==> src/rtl/tsq_pkg.sv <==
package tsq_pkg;
  parameter int NS_W   = 32;
  parameter int SEC_W  = 32;
  parameter int SEQ_W  = 16;
  parameter int TYPE_W = 4;
  parameter int REG_W  = 16;
  parameter int ADDR_W = 4;

  localparam logic [ADDR_W-1:0] A_GLOBAL = 4'd0;
  localparam logic [ADDR_W-1:0] A_SLICE  = 4'd1;
  localparam logic [ADDR_W-1:0] A_RDCTL  = 4'd2;
  localparam logic [ADDR_W-1:0] A_STATUS = 4'd3;
  localparam logic [ADDR_W-1:0] A_NS_LO  = 4'd4;
  localparam logic [ADDR_W-1:0] A_NS_HI  = 4'd5;
  localparam logic [ADDR_W-1:0] A_SEC_LO = 4'd6;
  localparam logic [ADDR_W-1:0] A_SEC_HI = 4'd7;
  localparam logic [ADDR_W-1:0] A_SEQ    = 4'd8;
  localparam logic [ADDR_W-1:0] A_INFO   = 4'd9;

  typedef struct packed {
    logic              dir;
    logic [TYPE_W-1:0] msgType;
    logic [SEQ_W-1:0]  seqId;
    logic [SEC_W-1:0]  sec;
    logic [NS_W-1:0]   ns;
  } tsEntry_t;

  typedef struct packed {
    logic push;
    logic pop;
    logic freeze;
    logic clrOvf;
  } qStrobe_t;

  typedef enum logic [1:0] {RD_IDLE, RD_OPEN, RD_CLOSING} rdState_e;
endpackage

==> src/rtl/tsq_datapath.sv <==
module tsq_datapath
  import tsq_pkg::*;
#(
  parameter int DEPTH = 8,
  localparam int PTR_W = (DEPTH > 1) ? $clog2(DEPTH) : 1,
  localparam int CNT_W = $clog2(DEPTH + 1)
) (
  input  logic             clk,
  input  logic             rstN,
  input  qStrobe_t         strobe,
  input  tsEntry_t         capEntry,
  output logic [CNT_W-1:0] count,
  output logic             ovf,
  output tsEntry_t         snap,
  output logic             snapVld
);
  localparam logic [PTR_W-1:0] LAST = PTR_W'(DEPTH - 1);

  tsEntry_t         mem [DEPTH];
  logic [PTR_W-1:0] wrPtr, rdPtr;
  logic             full, empty, doPush, doPop;

  assign full   = (count == CNT_W'(DEPTH));
  assign empty  = (count == '0);
  assign doPop  = strobe.pop && !empty;
  assign doPush = strobe.push && (!full || doPop);

  for (genvar g = 0; g < DEPTH; g++) begin : g_slot
    always_ff @(posedge clk) begin
      if (doPush && wrPtr == PTR_W'(g)) mem[g] <= capEntry;
    end
  end

  always_ff @(posedge clk) begin
    if (!rstN) begin
      wrPtr <= '0;
      rdPtr <= '0;
      count <= '0;
    end else begin
      if (doPush) wrPtr <= (wrPtr == LAST) ? '0 : wrPtr + 1'b1;
      if (doPop)  rdPtr <= (rdPtr == LAST) ? '0 : rdPtr + 1'b1;
      if (doPush && !doPop)      count <= count + 1'b1;
      else if (doPop && !doPush) count <= count - 1'b1;
    end
  end

  always_ff @(posedge clk) begin
    if (!rstN) begin
      ovf <= 1'b0;
    end else if (strobe.push && full && !doPop) begin
      ovf <= 1'b1;
    end else if (strobe.clrOvf) begin
      ovf <= 1'b0;
    end
  end

  always_ff @(posedge clk) begin
    if (!rstN) begin
      snap    <= '0;
      snapVld <= 1'b0;
    end else if (strobe.freeze) begin
      snap    <= empty ? '0 : mem[rdPtr];
      snapVld <= !empty;
    end else if (doPop) begin
      snap    <= '0;
      snapVld <= 1'b0;
    end
  end
endmodule

==> src/rtl/tsq_ctrl.sv <==
module tsq_ctrl
  import tsq_pkg::*;
#(
  parameter int CNT_W = 4
) (
  input  logic              clk,
  input  logic              rstN,
  input  logic              capValid,
  input  logic              capDir,
  input  logic              regWrEn,
  input  logic [ADDR_W-1:0] regAddr,
  input  logic [REG_W-1:0]  regWrData,
  input  logic [CNT_W-1:0]  count,
  input  logic              ovf,
  input  tsEntry_t          snap,
  input  logic              snapVld,
  output qStrobe_t          strobe,
  output logic              syncEn,
  output logic [REG_W-1:0]  regRdData
);
  logic     txEn, rxEn, wrCtl, wrZero;
  rdState_e rdState;

  assign wrCtl  = regWrEn && (regAddr == A_RDCTL);
  assign wrZero = (regWrData == '0);

  always_comb begin
    strobe.push   = capValid && syncEn && (capDir ? txEn : rxEn);
    strobe.freeze = wrCtl && regWrData[0] && (rdState == RD_IDLE);
    strobe.pop    = wrCtl && wrZero && (rdState == RD_CLOSING) && snapVld;
    strobe.clrOvf = regWrEn && (regAddr == A_STATUS) && regWrData[2];
  end

  always_ff @(posedge clk) begin
    if (!rstN) begin
      syncEn <= 1'b0;
      txEn   <= 1'b0;
      rxEn   <= 1'b0;
    end else if (regWrEn) begin
      if (regAddr == A_GLOBAL) syncEn <= regWrData[0];
      if (regAddr == A_SLICE) begin
        txEn <= regWrData[0];
        rxEn <= regWrData[8];
      end
    end
  end

  always_ff @(posedge clk) begin
    if (!rstN) begin
      rdState <= RD_IDLE;
    end else if (wrCtl) begin
      unique case (rdState)
        RD_IDLE:    if (regWrData[0]) rdState <= RD_OPEN;
        RD_OPEN:    if (regWrData[1]) rdState <= RD_CLOSING;
        RD_CLOSING: if (wrZero)       rdState <= RD_IDLE;
        default:    rdState <= RD_IDLE;
      endcase
    end
  end

  always_comb begin
    regRdData = '0;
    unique case (regAddr)
      A_GLOBAL: regRdData[0] = syncEn;
      A_SLICE: begin
        regRdData[0] = txEn;
        regRdData[8] = rxEn;
      end
      A_STATUS: begin
        regRdData[1] = (count != '0);
        regRdData[2] = ovf;
      end
      A_NS_LO:  regRdData = snap.ns[15:0];
      A_NS_HI:  regRdData = snap.ns[31:16];
      A_SEC_LO: regRdData = snap.sec[15:0];
      A_SEC_HI: regRdData = snap.sec[31:16];
      A_SEQ:    regRdData = snap.seqId;
      A_INFO: begin
        regRdData[15:12] = snap.msgType;
        regRdData[11]    = snap.dir;
      end
      default: regRdData = '0;
    endcase
  end
endmodule

==> src/rtl/evt_ts_capture_queue.sv <==
module evt_ts_capture_queue
  import tsq_pkg::*;
#(
  parameter int DEPTH = 8,
  localparam int CNT_W = $clog2(DEPTH + 1)
) (
  input  logic              clk,
  input  logic              rstN,
  input  logic              capValid,
  input  logic              capDir,
  input  logic [SEQ_W-1:0]  capSeqId,
  input  logic [TYPE_W-1:0] capMsgType,
  input  logic [NS_W-1:0]   capNs,
  input  logic [SEC_W-1:0]  capSec,
  input  logic              regWrEn,
  input  logic [ADDR_W-1:0] regAddr,
  input  logic [REG_W-1:0]  regWrData,
  output logic [REG_W-1:0]  regRdData
);
  qStrobe_t         strobe;
  tsEntry_t         capEntry, snap;
  logic [CNT_W-1:0] count;
  logic             ovf, snapVld, syncEn;

  assign capEntry = '{dir: capDir, msgType: capMsgType, seqId: capSeqId,
                      sec: capSec, ns: capNs};

  tsq_ctrl #(.CNT_W(CNT_W)) u_ctrl (
    .clk(clk), .rstN(rstN), .capValid(capValid), .capDir(capDir),
    .regWrEn(regWrEn), .regAddr(regAddr), .regWrData(regWrData),
    .count(count), .ovf(ovf), .snap(snap), .snapVld(snapVld),
    .strobe(strobe), .syncEn(syncEn), .regRdData(regRdData)
  );

  tsq_datapath #(.DEPTH(DEPTH)) u_dp (
    .clk(clk), .rstN(rstN), .strobe(strobe), .capEntry(capEntry),
    .count(count), .ovf(ovf), .snap(snap), .snapVld(snapVld)
  );
endmodule

==> config.mk <==
export PLATFORM = sky130hd
export DESIGN_NAME = evt_ts_capture_queue
export DESIGN_NICKNAME = d
export VERILOG_FILES = /design/src/rtl/tsq_pkg.sv /design/src/rtl/tsq_datapath.sv /design/src/rtl/tsq_ctrl.sv /design/src/rtl/evt_ts_capture_queue.sv
export SDC_FILE = /design/constraint.sdc
export NUM_CORES = 1
export LEC_CHECK = 0
export BUFFER_PORTS_ARGS = -buffer_cell sky130_fd_sc_hd__buf_2
export CORE_ASPECT_RATIO = 0.7
export CORE_MARGIN = 2
export CORE_UTILIZATION = 25
export CTS_CLUSTER_DIAMETER = 60
export DETAILED_ROUTE_END_ITERATION = 6
export MAX_ROUTING_LAYER = met4
export PLACE_DENSITY_LB_ADDON = 0.05
export SLEW_MARGIN = 20
export SYNTH_ARGS = -nofsm -noshare
export SYNTH_HDL_FRONTEND = slang
export SYNTH_HIERARCHICAL = 1
export SYNTH_SLANG_ARGS = --single-unit
export TNS_END_PERCENT = 1
==> constraint.sdc <==
create_clock -name clk -period 5.7 [get_ports clk]
set_input_delay 0.285 -clock clk [delete_from_list [all_inputs] [get_ports clk]]
set_output_delay 0.285 -clock clk [all_outputs]
set_load 0.005 [all_outputs]
# After elaboration in Yosys (flattened, before gate mapping)
# Memory sizes are Yosys's and may differ from the RTL's. A register that Yosys moved wholly into a read port is not among the register bits.
# Index checks and enable logic that the tools add are counted.
# classes
n_eq_ne,23
addsub,4
reduce_logical,48
muxes,61
# op_table
operator,count
2-to-1 mux 85 bit,10
OR reduction 85 bit,7
2-to-1 mux 3 bit,11
one-hot mux 5 bit (6 select lines),1
2-to-1 mux 1 bit,28
one-hot mux 5 bit (5 select lines),1
logical AND 1 bit,24
equality test 4 x 3 -> 1 bit (second input constant),4
logical NOT 16 bit,1
equality test 3 bit (second input constant),5
equality test 4 bit (second input constant),3
one-hot mux 2 bit (6 select lines),1
one-hot mux 2 bit (5 select lines),1
equality test 4 x 2 -> 1 bit (second input constant),2
logical NOT 4 bit,2
2-to-1 mux 4 bit,2
one-hot mux 1 bit (7 select lines),1
adder 3 x 1 -> 3 bit (second input constant),2
equality test 3 x 2 -> 1 bit (second input constant),2
2-to-1 mux 2 bit,3
one-hot mux 1 bit (6 select lines),1
one-hot mux 2 bit (3 select lines),1
nonzero test 2 bit,3
adder 4 x 1 -> 4 bit (second input constant),1
other kinds (14),19
# word_totals
output_inout_bits,16
mem_bits_rw,680
ff_bits,102
mem_count,1
word_cells,151
# mem_list
memory,depth,word_bits,rd,rd_clocked_by_memory_dff,write_ports,line,source
u_dp.mem,8,85,1,1,1,tsq_datapath.sv:19,tsEntry_t mem [DEPTH];

# Longest topological paths before layout
# logic_depth
word_depth,19
ltp_mapped,13
mapped_depth_nobuf,11

# By module
# Netlist, hierarchy kept.
# by_module_without_submodules
module,seq_area_each_um2,cells_each,n_inst,area_per_inst_um2
tsq_datapath,22421.5,1343,1,28399.7
tsq_ctrl,100.1,127,1,979.7

# Least setup slack after synthesis
# Ideal clock, no wire load.
# synth_path
path_kind,input to register
start,input port regAddr[2]
end,"memory u_dp/mem[4][0] (netlist bit), enable pin"
arrival_ps,3975
slack_ps,1272
path_stages,7
setup_time_ps,453
n_path_buf,2
path_cell_list,buf_6 -> nor3b_4 -> nand3b_4 -> nor4_1 -> o31a_1 -> clkbuf_1 -> and3_1
# synth_lines
item,line,source
start: declaration,evt_ts_capture_queue.sv:16,"input logic [ADDR_W-1:0] regAddr,"
end: declaration,tsq_datapath.sv:19,

==> impl_metrics.py <==
metrics = {
    "outcome": {
        "status": "complete, no violations",
    },
    "pwr": {
        "p_int_w": 0.00975,
        "peakVddDrop_mv": 0.209,
        "cellLeakagePower_nw": 11.6,
        "comb_power_share_pct": 1.7,
        "finalPower_w": 0.0122,
        "p_clk_share_pct": 47.3,
        "power_frac_seq_pct": 51.0,
        "netSwitchingPower_w": 0.00246,
        "switching_share_pct": 20.1,
        "powerDensity_nw_per_um2": 340,
    },
    "floorplan": {
        "dieHeight_um": 291,
        "ios": 125,
        "fp.dieW_um": 414,
        "start_util_pct": 25.1,
        "rows": 105,
        "core_um2": 117000,
        "die-area_um2": 120000,
    },
    "clock_network": {
        "cts_htree_levels": 3,
        "cts_buffer_depth": 3,
        "cts_setup_buffers": 0,
        "cts_tree": "built",
        "insertion_delay_ns": 0.66,
        "cts_buffers": 90,
        "clockRootBuffer": "clkbuf_16",
        "path_clk_slew_ns": 0.06,
        "clock-sinks": 785,
    },
    "setup_path": {
        "startpoint_type": "input pin",
        "required_ns": 6.01,
        "cp-end-kind": "register",
        "reg2reg_depth": 5,
        "crit_fanout": 44,
        "rr_endpoint": "u_dp/mem[4][76]",
        "rrSetupSlack_ns": 2.38,
        "rr_startpoint": "u_ctrl/rdState[1]",
        "cp.arrival_ns": 3.97,
        "cp-startpoint": "regWrData[0]",
        "critPathKind": "in2reg",
    },
    "yosys": {
        "synth-async-reset-ratio_pct": 0,
        "netlist_area_um2": 29400,
        "syn_inst": 1470,
        "synth_seq_cells": 785,
        "yosysUniqueCellTypes": 52,
        "synth_nets": 1591,
        "synth_ff_type": "edfxtp_1",
        "synth_warnings": 6,
        "synth-edff-count": 680,
        "syn_avg_cell_area_um2": 20.0,
        "yosysSeqAreaShare_pct": 76.7,
    },
    "routing": {
        "wl_per_cell_um": 25.2,
        "drc": 0,
        "ant_nets": 0,
        "drt_iter0_markers": 812,
        "vias": 14900,
        "drt_wl_total_mm": 84.8,
        "viasPerCell": 4.42,
        "drtPass1Iterations": 7,
    },
    "grt": {
        "grt_max_degree": 86,
        "overflow": 0,
        "antenna_found_initial": 4,
        "grt_pass1_wl_mm": 120,
        "track_usage_pct": 14.6,
        "grt_pass1_vias": 15700,
    },
    "final_layout": {
        "area_growth_pct": 22.2,
        "final_common_cell": "edfxtp_1",
        "mostFrequentLayoutCells": "edfxtp_1 (680), nand2_1 (195), mux4_2 (170), buf_2 (124), a22oi_1 (109)",
        "nets": 1854,
        "layout-drive-gt1-share_pct": 27.0,
    },
    "job": {
        "drv_cap": 0,
    },
    "placed_design": {
        "globalplace.congestion": 0.728,
        "io_buffer_count": 124,
        "dp_hpwl_mm": 50.9,
    },
    "timing": {
        "drv_slew": 0,
        "rsz0062_at_grt": "false",
        "setup_tns_ns": 0,
        "tightest_slew_ns": 1.18,
        "clock_skew_ns": 0.0238,
        "fin_crit_sh_pct": 64.3,
        "fin_crit_ns": 3.67,
        "hold_viol_final": 0,
        "finalSetupViolations": 0,
        "max_freq_mhz": 273,
        "maxSlewHeadroom_pct": 20.6,
    },
    "min_path": {
        "hold_class": "in2reg",
        "hold_path_depth": 5,
        "hold_path_end": "u_ctrl/rdState[1]",
        "min_from": "regWrData[14]",
    },
}
-- sequential cells by signal, summed over array words and instances (netlist names), 2 cells and up, named ones only --
register / flops
u_dp/snap: 85
u_dp/wrPtr: 3
u_dp/count: 4
u_dp/mem: 680
u_ctrl/rdState: 2
u_dp/rdPtr: 3
-- power groups by stage --
stage          Combinational [W]  Clock (W)  Sequential [W]
5_1_grt                 0.000225    0.00619         0.00623
6_report                0.000201    0.00578         0.00623
3_3_place_gp            0.000154          0         0.00635
3_5_place_dp            0.000157          0         0.00635
4_1_cts                 0.000210    0.00599         0.00623
2_1_floorplan          0.0000314          0         0.00636
-- cell usage after synthesis (all sizes together) (2+ instances only) --
cell type / count / share of area, %
nand3: 13 / 0.22
nor3: 5 / 0.10
xnor2: 2 / 0.060
o21a: 2 / 0.051
nand3b: 3 / 0.12
ha: 11 / 0.47
nor2b: 10 / 0.21
mux4: 170 / 13
mux2: 6 / 0.23
o21ai: 4 / 0.068
and3: 7 / 0.15
and2: 4 / 0.085
mux2i: 10 / 0.34
a21oi: 4 / 0.068
clkbuf: 27 / 0.34
a22oi: 109 / 2.8
nor4: 7 / 0.15
nand4b: 2 / 0.060
dfxtp: 105 / 7.2
edfxtp: 680 / 70
nand2: 195 / 2.5
a222oi: 6 / 0.20
nor3b: 7 / 0.27
nor2: 6 / 0.085
buf: 50 / 0.99
a31oi: 2 / 0.043
inv: 7 / 0.089
-- through the flow --
step | instances | utilization [%] | instance area (um^2) | hold WS (ns) | setup slack (ns)
after floorplan | 1470 | - | 29400 | 0.384 | 1.27
final | 3361 | 30.7 | 35900 | 0.0741 | 2.03
after global routing | 3361 | 30.7 | 35900 | 0.0809 | 1.78
after global placement | 3102 | 27.4 | 32000 | 0.430 | 1.77
after CTS | 3359 | 30.7 | 35900 | 0.0124 | 1.97
after detailed placement | 3102 | 27.4 | 32000 | 0.431 | 1.78
-- kinds of logic after synthesis --
group | count (synthesis) | share of synthesized area (%)
AOI/OAI and AO/OA | 135 | 3.51
xor gates and xnor gates | 2 | 0.0596
adders and majority gates | 12 | 0.537
buffers and inverters | 84 | 1.42
DFF | 785 | 76.7
muxes | 186 | 13.6
and+or+nand+nor | 266 | 4.21
-- layer usage --
| metal | GRT usage, % | part of all wire [%] |
|---|---|---|
| met5 | - | 0 |
| met2 | 21.8 | 46 |
| met3 | 2.40 | 3.1 |
| met1 | 20.6 | 49 |
| met4 | 3.72 | 2.2 |
-- critical path, stage by stage --
cell and delay [ns]:
dlygate4sd3_1 0.53, buf_2 0.15, nor4_1 0.27, nand4_1 0.18, nor4_1 0.66, o31a_1 0.59, and3_4 0.82, buf_12 0.35
-- what timing repair did --
| action | CTS | global route |
|---|---|---|
| hold buffers | 90 | 0 |
| hold endpoints to repair | 687 | 0 |
| resized for setup | 0 | 0 |
-- worst max-delay path by stage --
stage / end / slack, ns / depth (start not counted)
after global placement: u_dp/mem[4][14] / 1.77 / 7
after floorplan: u_dp/mem[4][0] / 1.27 / 7
after detailed placement: u_dp/mem[4][14] / 1.78 / 7
after global routing: u_dp/mem[4][76] / 1.78 / 8
final: u_dp/mem[4][76] / 2.03 / 8
after CTS: u_dp/mem[4][14] / 1.97 / 8
-- cell type report --
type / instances / area (um^2)
clock inverters: 34 / 305
fillers: 11500 / 81000
multi-input cells: 601 / 6500
clock buffers: 133 / 2650
flip-flops and latches: 785 / 22500
repair buffers: 248 / 1950
diodes: 2 / 5.00
well taps: 1551 / 1940
inverters: 7 / 26.3
(Power assumes the default switching activity.)
